===== src/rtl/alu_slice_pkg.sv =====
// Package: alu_slice_pkg
// Shared encodings for the slice arithmetic/logic stage.
// Assumes the source and function codes are 3 bits wide each.
package alu_slice_pkg;

    // Operand pair selection, (R,S)
    typedef enum logic [2:0] {
        SRC_A_Q = 3'd0,
        SRC_A_B = 3'd1,
        SRC_Z_Q = 3'd2,
        SRC_Z_B = 3'd3,
        SRC_Z_A = 3'd4,
        SRC_D_A = 3'd5,
        SRC_D_Q = 3'd6,
        SRC_D_Z = 3'd7
    } src_pair_e;

    // Operation selection
    typedef enum logic [2:0] {
        FN_ADD      = 3'd0,
        FN_S_SUB_R  = 3'd1,
        FN_R_SUB_S  = 3'd2,
        FN_OR       = 3'd3,
        FN_AND      = 3'd4,
        FN_NR_AND_S = 3'd5,
        FN_XOR      = 3'd6,
        FN_XNOR     = 3'd7
    } alu_fn_e;

    // Which adder operand, if any, is inverted
    typedef enum logic [1:0] {
        INV_NONE = 2'd0,
        INV_R    = 2'd1,
        INV_S    = 2'd2
    } inv_sel_e;

    // True for the three arithmetic operations
    function automatic logic fn_is_arith(input alu_fn_e fn);
        return (fn == FN_ADD) || (fn == FN_S_SUB_R) || (fn == FN_R_SUB_S);
    endfunction

    // Operand inversion needed by an operation
    function automatic inv_sel_e fn_inversion(input alu_fn_e fn);
        case (fn)
            FN_S_SUB_R: return INV_R;
            FN_R_SUB_S: return INV_S;
            default:    return INV_NONE;
        endcase
    endfunction

endpackage


===== src/rtl/slice_operand_mux.sv =====
// Module: slice_operand_mux
// Picks the (R,S) operand pair from A, B, D, Q and zero by source code.
// Assumes all data inputs share the slice width W.
module slice_operand_mux
    import alu_slice_pkg::*;
#(
    parameter int W = 4
) (
    input  src_pair_e      src,
    input  logic [W-1:0]   a_val,
    input  logic [W-1:0]   b_val,
    input  logic [W-1:0]   d_val,
    input  logic [W-1:0]   q_val,
    output logic [W-1:0]   r_op,
    output logic [W-1:0]   s_op
);

    localparam logic [W-1:0] ZERO = '0;

    // Operand pairing table
    always_comb begin
        case (src)
            SRC_A_Q: begin r_op = a_val; s_op = q_val; end
            SRC_A_B: begin r_op = a_val; s_op = b_val; end
            SRC_Z_Q: begin r_op = ZERO;  s_op = q_val; end
            SRC_Z_B: begin r_op = ZERO;  s_op = b_val; end
            SRC_Z_A: begin r_op = ZERO;  s_op = a_val; end
            SRC_D_A: begin r_op = d_val; s_op = a_val; end
            SRC_D_Q: begin r_op = d_val; s_op = q_val; end
            SRC_D_Z: begin r_op = d_val; s_op = ZERO;  end
            default: begin r_op = ZERO;  s_op = ZERO;  end
        endcase
    end

endmodule


===== src/rtl/slice_carry_chain.sv =====
// Module: slice_carry_chain
// Adds R and S, with one of them optionally inverted, plus a carry-in.
// Produces the sum, the carry into and out of the top bit, and
// active-low group generate/propagate over the post-inversion operands.
// Assumes W >= 2.
module slice_carry_chain
    import alu_slice_pkg::*;
#(
    parameter int W = 4
) (
    input  logic [W-1:0] r_op,
    input  logic [W-1:0] s_op,
    input  inv_sel_e     inv,
    input  logic         cin,
    output logic [W-1:0] sum,
    output logic         c_msb_in,
    output logic         c_out,
    output logic         grp_gen_n,
    output logic         grp_prop_n
);

    localparam int MSB = W - 1;

    logic [W-1:0] x_op;
    logic [W-1:0] y_op;
    logic [W-1:0] bit_gen;
    logic [W-1:0] bit_prop;
    logic [W-1:0] carry_at;

    // Apply the operand inversion requested by the operation
    always_comb begin
        x_op = (inv == INV_R) ? ~r_op : r_op;
        y_op = (inv == INV_S) ? ~s_op : s_op;
    end

    // Per-bit generate and propagate terms
    genvar gi;
    generate
        for (gi = 0; gi < W; gi++) begin : g_bit_terms
            assign bit_gen[gi]  = x_op[gi] & y_op[gi];
            assign bit_prop[gi] = x_op[gi] | y_op[gi];
        end
    endgenerate

    // Ripple carry through the slice and form the sum bits
    always_comb begin
        logic carry;
        carry = cin;
        for (int i = 0; i < W; i++) begin
            carry_at[i] = carry;
            sum[i]      = x_op[i] ^ y_op[i] ^ carry;
            carry       = bit_gen[i] | (bit_prop[i] & carry);
        end
        c_out = carry;
    end

    assign c_msb_in = carry_at[MSB];

    // Group lookahead terms, independent of the carry-in
    always_comb begin
        logic gg;
        gg = 1'b0;
        for (int i = 0; i < W; i++) begin
            gg = bit_gen[i] | (bit_prop[i] & gg);
        end
        grp_gen_n  = ~gg;
        grp_prop_n = ~(&bit_prop);
    end

endmodule


===== src/rtl/slice_logic_unit.sv =====
// Module: slice_logic_unit
// Bitwise operations on R and S for the five logic function codes.
// Assumes the arithmetic codes are handled elsewhere; returns zero for them.
module slice_logic_unit
    import alu_slice_pkg::*;
#(
    parameter int W = 4
) (
    input  alu_fn_e      fn,
    input  logic [W-1:0] r_op,
    input  logic [W-1:0] s_op,
    output logic [W-1:0] f_logic
);

    // Bitwise operation select
    always_comb begin
        case (fn)
            FN_OR:       f_logic = r_op | s_op;
            FN_AND:      f_logic = r_op & s_op;
            FN_NR_AND_S: f_logic = ~r_op & s_op;
            FN_XOR:      f_logic = r_op ^ s_op;
            FN_XNOR:     f_logic = ~(r_op ^ s_op);
            default:     f_logic = '0;
        endcase
    end

endmodule


===== src/rtl/slice_flags.sv =====
// Module: slice_flags
// Status flags derived from the result and the top-bit carries.
// Assumes the carries come from the same adder path for every code.
module slice_flags #(
    parameter int W = 4
) (
    input  logic [W-1:0] f_val,
    input  logic         c_msb_in,
    input  logic         c_out,
    output logic         zero,
    output logic         sign,
    output logic         ovr
);

    // Zero detect, sign and overflow
    always_comb begin
        zero = ~|f_val;
        sign = f_val[W-1];
        ovr  = c_msb_in ^ c_out;
    end

endmodule


===== src/rtl/alu_slice.sv =====
// Module: alu_slice
// Combinational arithmetic/logic stage of a cascadable W-bit slice.
// Selects an operand pair, performs one of eight operations and reports
// carry, lookahead, overflow, zero and sign. Purely combinational; it
// assumes storage and shifting are done by the surrounding logic.
module alu_slice
    import alu_slice_pkg::*;
#(
    parameter int W = 4
) (
    input  logic [2:0]   src_code,
    input  logic [2:0]   fn_code,
    input  logic         cin,
    input  logic [W-1:0] a_port,
    input  logic [W-1:0] b_port,
    input  logic [W-1:0] d_in,
    input  logic [W-1:0] q_in,
    output logic [W-1:0] f_out,
    output logic         cout,
    output logic         gen_n,
    output logic         prop_n,
    output logic         ovr,
    output logic         zero,
    output logic         sign
);

    src_pair_e    src;
    alu_fn_e      fn;
    inv_sel_e     inv;
    logic [W-1:0] r_op;
    logic [W-1:0] s_op;
    logic [W-1:0] sum;
    logic [W-1:0] f_logic;
    logic         c_msb_in;

    // Decode the control codes
    always_comb begin
        src = src_pair_e'(src_code);
        fn  = alu_fn_e'(fn_code);
        inv = fn_inversion(fn);
    end

    slice_operand_mux #(.W(W)) u_mux (
        .src   (src),
        .a_val (a_port),
        .b_val (b_port),
        .d_val (d_in),
        .q_val (q_in),
        .r_op  (r_op),
        .s_op  (s_op)
    );

    slice_carry_chain #(.W(W)) u_chain (
        .r_op       (r_op),
        .s_op       (s_op),
        .inv        (inv),
        .cin        (cin),
        .sum        (sum),
        .c_msb_in   (c_msb_in),
        .c_out      (cout),
        .grp_gen_n  (gen_n),
        .grp_prop_n (prop_n)
    );

    slice_logic_unit #(.W(W)) u_logic (
        .fn      (fn),
        .r_op    (r_op),
        .s_op    (s_op),
        .f_logic (f_logic)
    );

    // Result select between adder and logic unit
    always_comb begin
        f_out = fn_is_arith(fn) ? sum : f_logic;
    end

    slice_flags #(.W(W)) u_flags (
        .f_val    (f_out),
        .c_msb_in (c_msb_in),
        .c_out    (cout),
        .zero     (zero),
        .sign     (sign),
        .ovr      (ovr)
    );

endmodule


===== config.mk =====
export PLATFORM = sky130hd
export DESIGN_NAME = alu_slice
export DESIGN_NICKNAME = d
export VERILOG_FILES = /design/src/rtl/alu_slice_pkg.sv /design/src/rtl/slice_operand_mux.sv /design/src/rtl/slice_carry_chain.sv /design/src/rtl/slice_logic_unit.sv /design/src/rtl/slice_flags.sv /design/src/rtl/alu_slice.sv
export SDC_FILE = /design/constraint.sdc
export NUM_CORES = 1
export LEC_CHECK = 0
export BUFFER_PORTS_ARGS = -buffer_cell sky130_fd_sc_hd__buf_2
export CORE_UTILIZATION = 40
export DETAILED_ROUTE_END_ITERATION = 16
export PLACE_DENSITY = 0.69
export SYNTH_ARGS = -nofsm -noshare
export SYNTH_HDL_FRONTEND = slang
export SYNTH_SLANG_ARGS = --single-unit
export TNS_END_PERCENT = 100

===== constraint.sdc =====
create_clock -name vclk -period 7.29
set_input_delay 0.3645 -clock vclk [all_inputs]
set_output_delay 0.3645 -clock vclk [all_outputs]
set_load 0.1 [all_outputs]

-- Word-level counts from Yosys, hierarchy flattened
Index checks and enable logic that the tools add are counted.
- register bits after elaboration: 0
- output and inout bits: 10
- word-level logic and storage cells: 76
- equality and inequality tests: 16
- multiplexer cells: 7
- bitwise gates (word level): 40
- reductions and logical operators: 13
- operator list (cell ; number):
    3-bit equality test (second input constant) ; 8
    4-bit one-hot mux with 5 select lines ; 1
    4-bit one-hot mux with 4 select lines ; 1
    3-bit by 2-bit equality test with 1-bit output (second input constant) ; 4
    4-bit 2-to-1 mux ; 3
    4-bit NOT ; 3
    4-bit one-hot mux with 3 select lines ; 1
    1-bit AND ; 11
    1-bit OR ; 11
    3-bit OR reduction ; 3
    1-bit bitwise XOR ; 9
    4-bit AND ; 2
    3-bit by 1-bit equality test with 1-bit output (second input constant) ; 2
    3-bit logical NOT ; 2
    2-bit OR reduction ; 3
    4-bit OR ; 1
    2-bit one-hot mux with 2 select lines ; 1
    4-bit AND reduction ; 1
    4-bit OR reduction ; 1
    4-bit bitwise XOR ; 1
    2-bit by 1-bit equality test with 1-bit output (second input constant) ; 1
    2-bit equality test (second input constant) ; 1
    1-bit logical OR ; 2
    1-bit NOT ; 2
    1-bit logical NOT ; 1

-- Depth between registers and ports, before layout
Gate-level depths: netlist (run 1).
- depth after elaboration: 16
- depth in mapped cells: 14
- depth with buffers taken out: 14

-- Hierarchy
From an unflattened synthesis (run 1), not the netlist that was laid out.
- cell total of the unflattened synthesis: 118
- area, all modules: 929.6 um^2
- by module, submodules not included (module ; instances ; cells each ; area an instance (um^2) ; sequential area each (um^2)):
    slice_carry_chain ; 1 ; 41 ; 375.4 ; 0.0
    slice_logic_unit ; 1 ; 42 ; 254.0 ; 0.0
    slice_operand_mux ; 1 ; 25 ; 191.4 ; 0.0
    alu_slice ; 1 ; 7 ; 80.1 ; 0.0
    slice_flags ; 1 ; 3 ; 28.8 ; 0.0

-- Least setup slack after synthesis (run 1)
No wires, ideal clock.
- path kind: input to output
- from: input port fn_code[0]
- to: output port zero
- arrival: 6.958 ns
- required time: 6.925 ns
- path slack: -0.032 ns
- cell stages on the path: 14
- cells stage by stage: buf_2 > buf_2 > nor3b_1 > xnor2_1 > fa_1 > inv_1 > fa_1 > inv_1 > fa_1 > inv_1 > fa_1 > nand2b_1 > o311ai_1 > nor4_1
- longest elaborated chain between the ends: 15
- elaborated cells between the ends (all ways): 39
- those cells by class: 9 x eq/ne; 5 x mux; 20 x bitwise; 5 x reduce/logical
- ends and longest elaborated chain (what ; line ; text):
    from (decl) ; alu_slice.sv:12 ; input logic [2:0] fn_code,
    3-bit by 2-bit equality test with 1-bit output or 3-bit by 1-bit equality test with 1-bit output (tied branches) ; alu_slice_pkg.sv:39, alu_slice_pkg.sv:44 ;
    2-bit one-hot mux with 2 select lines ; alu_slice_pkg.sv:44 ; case (fn)
    2-bit by 1-bit equality test with 1-bit output or 2-bit equality test (tied branches) ; slice_carry_chain.sv:32, slice_carry_chain.sv:33 ;
    4-bit 2-to-1 mux, on equally long branches ; slice_carry_chain.sv:32, slice_carry_chain.sv:33 ;
    1-bit OR ; slice_carry_chain.sv:41 ; assign bit_prop[gi] = x_op[gi] | y_op[gi];
    1-bit AND ; slice_carry_chain.sv:52 ; carry = bit_gen[i] | (bit_prop[i] & carry);
    1-bit OR ; slice_carry_chain.sv:52 ;
    1-bit AND ; slice_carry_chain.sv:52 ;
    1-bit OR ; slice_carry_chain.sv:52 ;
    1-bit AND ; slice_carry_chain.sv:52 ;
    1-bit OR ; slice_carry_chain.sv:52 ;
    1-bit bitwise XOR ; slice_carry_chain.sv:51 ; sum[i] = x_op[i] ^ y_op[i] ^ carry;
    4-bit 2-to-1 mux (*) ; alu_slice.sv:74 ; f_out = fn_is_arith(fn) ? sum : f_logic;
    via sign ; alu_slice.sv:24 ; output logic sign
    4-bit OR reduction (*) ; slice_flags.sv:17 ; zero = ~|f_val;
    1-bit logical NOT (*) ; slice_flags.sv:17 ;
    to (decl) ; alu_slice.sv:23 ; output logic zero,
The timed path passes the listed nets; every way through them passes the cells marked *.

-- Worst setup path after layout (run 1)
- from: input port src_code[1]
- to: output port zero
- longest elaborated chain between the ends: 16
- elaborated cells between the ends (all ways): 49
- those cells by class: 7 x eq/ne; 6 x mux; 27 x bitwise; 9 x reduce/logical
- ends and longest elaborated chain (what ; line ; text):
    from (decl) ; alu_slice.sv:11 ; input logic [2:0] src_code,
    3-bit by 2-bit equality test with 1-bit output, or another cell as far along ; slice_operand_mux.sv:22 ; case (src)
    3-bit OR reduction (no source line) or 2-bit OR reduction (tied branches) ; - ;
    4-bit one-hot mux with 4 select lines or 4-bit one-hot mux with 3 select lines (tied branches) ; slice_operand_mux.sv:22 ;
    4-bit NOT, on equally long branches ; slice_carry_chain.sv:33, slice_carry_chain.sv:32, slice_logic_unit.sv:20 ;
    4-bit 2-to-1 mux, on equally long branches ; slice_carry_chain.sv:33, slice_carry_chain.sv:32 ;
    1-bit OR ; slice_carry_chain.sv:41 ;
    1-bit AND ; slice_carry_chain.sv:52 ;
    1-bit OR ; slice_carry_chain.sv:52 ;
    1-bit AND ; slice_carry_chain.sv:52 ;
    1-bit OR ; slice_carry_chain.sv:52 ;
    1-bit AND ; slice_carry_chain.sv:52 ;
    1-bit OR ; slice_carry_chain.sv:52 ;
    1-bit bitwise XOR ; slice_carry_chain.sv:51 ;
    4-bit 2-to-1 mux (*) ; alu_slice.sv:74 ;
    4-bit OR reduction (*) ; slice_flags.sv:17 ;
    1-bit logical NOT (*) ; slice_flags.sv:17 ;
Mark *: on every way between the ends. The rest lies on a longest branch, timed or not.

==> results of run 1 <==
-- layout make-up --
class	instances	area, µm²	area share
repair buffers	33	165.2	0.1760
inverters	18	67.56	0.07200
multi-input cells	79	674.4	0.7187
well taps	25	31.28	0.03333
-- layer usage --
layer  routed length, µm  global-route usage  share of wire
met5                   0                   0              0
met4                  23             0.04848          0.013
met3                  99            0.003968          0.056
met2                 852              0.3286           0.48
met1                 790              0.2662           0.45
-- layout by cell type (no fill, tap or decap), drive strengths merged --
master | synthesis | routed
o21a | 1 | 1
inv | 18 | 18
nor3b | 2 | 2
and3 | 4 | 4
o21bai | 1 | 1
buf | 3 | 33
xnor2 | 8 | 8
o311ai | 4 | 4
ha | 12 | 12
or4 | 1 | 1
nor2 | 6 | 6
xor2 | 5 | 5
a222oi | 4 | 4
and2b | 1 | 1
nand2 | 6 | 6
nor2b | 1 | 1
o21ai | 4 | 4
a21oi | 3 | 3
nor4 | 1 | 1
fa | 4 | 4
a22o | 4 | 4
nand2b | 7 | 7
-- logic make-up after synthesis --
family | synth area share
compound gates | 0.2119
buf+inv | 0.1175
xor+xnor | 0.1507
simple gates | 0.2152
fa+ha+maj | 0.3046
-- Yosys cell counts (all sizes together), types with 4 or more instances --
cell type / instances
and3: 4
xor2: 5
a222oi: 4
o311ai: 4
fa: 4
ha: 12
o21ai: 4
nand2b: 7
a22o: 4
nand2: 6
inv: 18
xnor2: 8
nor2: 6
-- where the power goes --
part	switching, W	internal [W]
Combinational	0.000144	0.0000428
Clock	0	0
Sequential	0	0
-- per-stage QoR --
stage | std cells | hold WS (ns)
3_5_place_dp | 155 | 1.368
5_1_grt | 155 | 1.415
3_3_place_gp | 155 | 1.367
6_report | 155 | 1.362
4_1_cts | 155 | 1.370
2_1_floorplan | 101 | 1.277
-- worst paths after layout --
| kind | start | to | slack (ns) | cells past startpoint |
|---|---|---|---|---|
| worst max-delay path | src_code[1] | zero | 2.94 | 16 |
| worst min-delay path | fn_code[1] | f_out[1] | 1.36 | 4 |
-- worst max-delay path: cells and delay by family --
kind | cells | cell delay [ns]
fa+ha+maj | 4 | 1.26
simple gates | 4 | 0.69
xor+xnor | 1 | 0.25
buf+inv | 5 | 0.77
compound gates | 2 | 0.66
==> run summary, run 1 <==
The flow ran to the end, and the final reports show no timing, DRC or antenna violations. Summing internal, switching and leakage power gives 0.0001865 W. The run gives 0 as the hold-fix buffer count after cts.

For this run, the number of Yosys warnings is 0. Setup violations remaining at the end of the flow were counted as 0. Measured along the y axis, the die boundary spans 45.47 µm. The tool flagged a number of max-cap violations equal to 0.

After detailed routing, the average wire length per cell comes to 11.39 µm. Measured along the x axis, the die boundary spans 45.47 µm. Counting every net in the synthesized netlist gives 140. DRC marker count from the first detailed-route iteration: 19. The logs give 101 for the number of instances in the synthesized netlist and 2.914 ns for the setup slack at placement. The number of gates resized after CTS was 0. The smallest setup slack after layout is 2.941 ns.

The tools report the pin count of the biggest net entering global routing as 16. The initialized floorplan defines 15 standard-cell rows. Share of cells above drive strength 1: 0.2769. The floorplan core area was 0.001745 mm². The total standard cell area after synthesis was 755.7 µm²; the transition at the pin with the smallest max-transition slack was 0.7309 ns. For the share of synthesized area occupied by flip-flops and latches, the log shows 0. The mean instance size in the synthesized netlist came out at 7.482 µm². In the routed design, unresolved DRC markers number 0. The number of detailed-routing iterations run before antenna repair is 4, and the worst endpoint required time is 6.93 ns.

For the number of different library cells in the post-synthesis netlist, the log shows 25. The longest individual stage delay on the worst path came out at 0.53 ns. The count of nets left with antenna violations once routing finished came out at 0.

The final hold violation count is 0, and the power density over cell area is 198.7 mW/mm². The aggregate global routing overflow was 0; the routed wire length was 1765 µm. 0 antenna diodes ended up in the layout. The max-slew headroom at the worst pin came out at 0.5117. The tools report the initial core utilization as 0.4330. The tools report the startpoint class of the critical path as an input port.

The number of setup buffers added after CTS is 0. The total number of nets in the final design was 171; the endpoint arrival time on the critical path was 3.98 ns. The die covers 0.002067 mm². Half-perimeter wire length of the detailed placement result: 1559 µm.

Once layout is done, the placed cells without fillers occupy 938.4 µm². The class of the worst hold path was input port to output pin. The area growth from synthesis to layout works out to 24.17%. In the routed layout, each cell is associated on average with a via count of 5.142. The tools report the via count of the first global-routing pass as 715. Setup repair after global routing left no endpoint under its margin. In this run the static leakage power is 0.4941 nW. Summing all flip-flop and latch instances after layout gives 0 µm². Along the worst path, the maximum fanout reaches 5. The tools report the total routing resource utilization after global routing as 0.1928. The clock tree buffer count of the final layout came out at 0. The setup path with the least slack is of type input port to output pin.

33 I/O pins were placed. Routability-driven placement finished with a final weighted congestion of 0.8308. The flip-flop and latch count is 0.

The run gives 0 as the number of antenna violations at the first check in global routing. Final number of max-transition violations: 0. The tools report the largest voltage drop on the vdd net as 0.1102 mV. The first global-routing pass estimated 3015 µm of wire. The synthesized design spends more area on one cell type than any other, namely ha_1. The port buffer count came out at 33.

The signal on the critical path passes through buf_2 -> and2b_2 -> nor2_1 -> a222oi_1 -> xnor2_1 -> fa_1 -> inv_1 -> fa_1 -> inv_1 -> fa_1 -> inv_1 -> fa_1 -> nand2b_1 -> o311ai_2 -> nor4_1 -> buf_2. The kind of end point of the critical path was an output pin. In this run the cell area measured after placement is 938.4 µm². The slowest library cell on the worst path is a222oi_1. The core utilization of the finished layout was 0.5376.

Library cell appearing most often on the critical path: fa_1. The accumulated negative setup slack is 0 ns. Static timing analysis puts the maximum clock frequency at 0.2299 GHz. By area the synthesized netlist is led by ha_1, fa_1, xnor2_1. For the finished layout, the period the worst path requires is 4.349 ns.

The detailed router placed 797 vias in this run. The share of the cycle needed by the critical path after routing was 0.5966; the top cell type's share of synthesized area was 0.1987. After filler insertion, the fill cell instance count of the layout stands at 183.
Note: power is estimated with default switching activity, not from simulation.
==> run 2, diff against run 1 <==
PLACE_DENSITY = 0.72   (was 0.69)
clock period = 3.6 ns   (was 7.29 ns; I/O delays follow)
==> run 2 against run 1 <==
- largest cell class unchanged
- utilization grew 15 points
- critical path depth grew 2
- cell area grew 28%
- total power grew to 2.6 times the previous value
- non-clock buffer count grew 15
- sequential cell count is the same
- global-route usage grew 4.3 points
==> run summary, run 2 (synthesis results as in run 1) <==
The placement row count was 15 (unchanged); the final critical delay including setup and external delays was 3.507 ns. The switching share of total power was 0.6536 (-0.1166); the maximum frequency from static timing analysis was 0.2851 GHz. Following the worst setup path forward leads to its endpoint at zero. The largest fanout on the critical path came out at 4 (-1). For the worst endpoint required time, the log shows 3.42 ns (-3.51 ns). The finished layout cell area was 0.001201 mm² (+28%); the total routing resource utilization after global routing was 0.2363 (+0.04348). For the area after detailed placement, the log shows 0.001132 mm² (+21%). For the sequential cell area, the log shows 0 µm² (unchanged). The run gives 0 (unchanged) as the final number of max-transition violations. Clock tree buffer count of the final layout: 0 (unchanged).

Average wire per cell in the routed design: 13.08 µm (+15%). The largest voltage drop on the vdd net is 0.2070 mV (+88%). The floorplan die width came out at 45.47 µm (unchanged). The library cell used most frequently in the layout, excluding fill and tap cells, is buf_2.

The max-capacitance violation count was 0 (unchanged); the net switching power figure was 0.0003191 W (+120%). The number of placed instances, taps included came out at 167 (+7.7%). The run gives 0 (unchanged) as the aggregate global routing overflow. The logs give 0.6132 nW (+24%) for the static power due to leakage and 878 (+10%) for the total number of vias. Relative to the synthesized area, the layout overhead comes to 58.94%.

The final hold violation count is 0 (unchanged). Overall power after layout: 0.0004882 W (+160%). Routed wire length: 2224 µm (+26%). Setup repair after global routing could not meet its margin everywhere.

The share of power burned in combinational logic came out at 1.000 (about the same). The startpoint class of the critical path was an input port. The run gives 0.4330 (unchanged) as the initial core utilization.

The port buffer count works out to 33 (unchanged). The share of cells above drive strength 1 is 0.4345 (+0.1576), and the DRC marker count from the first detailed-route iteration is 24 (+5). For the number of I/O pins, the log shows 33 (unchanged). The routability congestion estimate from global placement was 0.7672 (-7.7%).

The run gives 0 (unchanged) as the DRC violation count after routing. The pin count of the biggest net entering global routing is 16 (unchanged), and the y dimension of the die is 45.47 µm (unchanged). The number of detailed-routing iterations run before antenna repair is 4 (unchanged). The power density over cell area works out to 406.5 mW/mm² (+100%). The count of antenna diodes in the layout was 0 (unchanged); the share of the cycle needed by the critical path after routing was 0.9742.

For the endpoint arrival time on the critical path, the log shows 3.33 ns (-0.65 ns). Class of the worst hold path: input port to output pin. Flip-flop and latch count: 0 (unchanged). The tools report the worst setup path startpoint as src_code[1]. The overall die area was 0.002067 mm² (unchanged); the via-per-instance ratio was 5.165 (+0.44%). Leaving out fill and tap cells, the most frequent cells in the layout are buf_2, inv_1, buf_4, ha_1, xnor2_1. For the global-route wire length before repair, the log shows 3663 µm (+21%).

The count of fill cells added during filler insertion was 140 (-23%); the via count of the first global-routing pass was 910 (+27%). The flow ran to the end, and the final reports show no timing, DRC or antenna violations. The tools report the total number of nets in the final design as 186 (+8.8%). The non-filler instance count after layout was 170 (+9.7%). The tools report the number of antenna violations at the first check in global routing as 0 (unchanged). Type of the worst setup path: input port to output pin. For the antenna violation net count after detailed routing, the log shows 0 (unchanged). The clock power share was 0 (unchanged). The count of final setup violators was 0 (unchanged); the transition at the pin with the smallest max-transition slack was 0.4873 ns (-0.2436 ns). The cell-internal power came out at 0.0001691 W (+290%). The hold-fix buffer count after cts was 0 (unchanged).

Share of power burned in registers: 0 (unchanged). For the core utilization of the finished layout, the log shows 0.6882 (+0.1505). The worst setup path is captured at an output pin. For the half-perimeter wire length of the detailed placement result, the log shows 1893 µm (+21%). The floorplan core area is 0.001745 mm² (unchanged). The tools report the max-slew headroom at the worst pin as 0.6774 (+0.1657).
==> run 2: worst min path at each step <==
stage | depth (start not counted) | start | end
2_1_floorplan | 2 | fn_code[1] | sign
3_3_place_gp | 4 | fn_code[1] | f_out[1]
3_5_place_dp | 4 | fn_code[1] | f_out[1]
4_1_cts | 4 | fn_code[1] | f_out[1]
5_1_grt | 4 | fn_code[1] | f_out[1]
6_report | 4 | fn_code[1] | f_out[1]
==> run 2: routing by layer <==
layer  wire length (µm)  vias to the layer above  global-route usage  part of all wire
met3                 84                        4             0.01190             0.038
met1                874                      410              0.2566              0.39
met2               1226                       33              0.4829              0.55
li1                   -                      431                   -                 -
met4                 39                        0             0.05455             0.018
met5                  0                        -                   0                 0
==> run 2: power groups by stage <==
stage | Combinational, W | Clock (W) | Sequential [W]
after floorplan | 0.000325 | 0 | 0
after global placement | 0.000457 | 0 | 0
after detailed placement | 0.000467 | 0 | 0
after CTS | 0.000479 | 0 | 0
after global routing | 0.000517 | 0 | 0
final | 0.000488 | 0 | 0
==> run 2: repair_timing <==
action,in CTS,in global routing
endpoints found under the hold margin,0,0
setup buffers,3,0
resized for setup,4,8
setup endpoints to repair,3,1
pin swaps,4,3
==> run 2: per-stage QoR <==
step                hold WS [ns]  setup WS [ns]  setup TNS [ns]
floorplan                 0.8020         -2.551          -3.164
global placement           1.010      -0.001983       -0.001983
detailed placement         1.026        -0.2057         -0.4381
CTS                        1.032        0.03362               0
global route               1.102        -0.1123         -0.1123
finish                     1.055        0.09286               0
==> run 2: final cells by class <==
type | instances | area [µm²] | share of cell area
inverter | 18 | 67.56 | 0.05625
multi-input combinational | 79 | 745.7 | 0.6208
tap | 25 | 31.28 | 0.02604
timing repair buffer | 48 | 356.6 | 0.2969
==> run 2: worst max-delay path, cell delays in order <==
cell,delay (ns)
buf_2,0.11
and2b_2,0.23
nor2_2,0.06
a222oi_1,0.27
buf_4,0.20
xnor2_4,0.13
fa_2,0.25
inv_2,0.04
fa_2,0.33
inv_2,0.06
fa_2,0.20
inv_2,0.04
fa_1,0.47
nand2b_4,0.12
o311ai_4,0.09
nor4_2,0.22
buf_4,0.15
buf_12,0.16
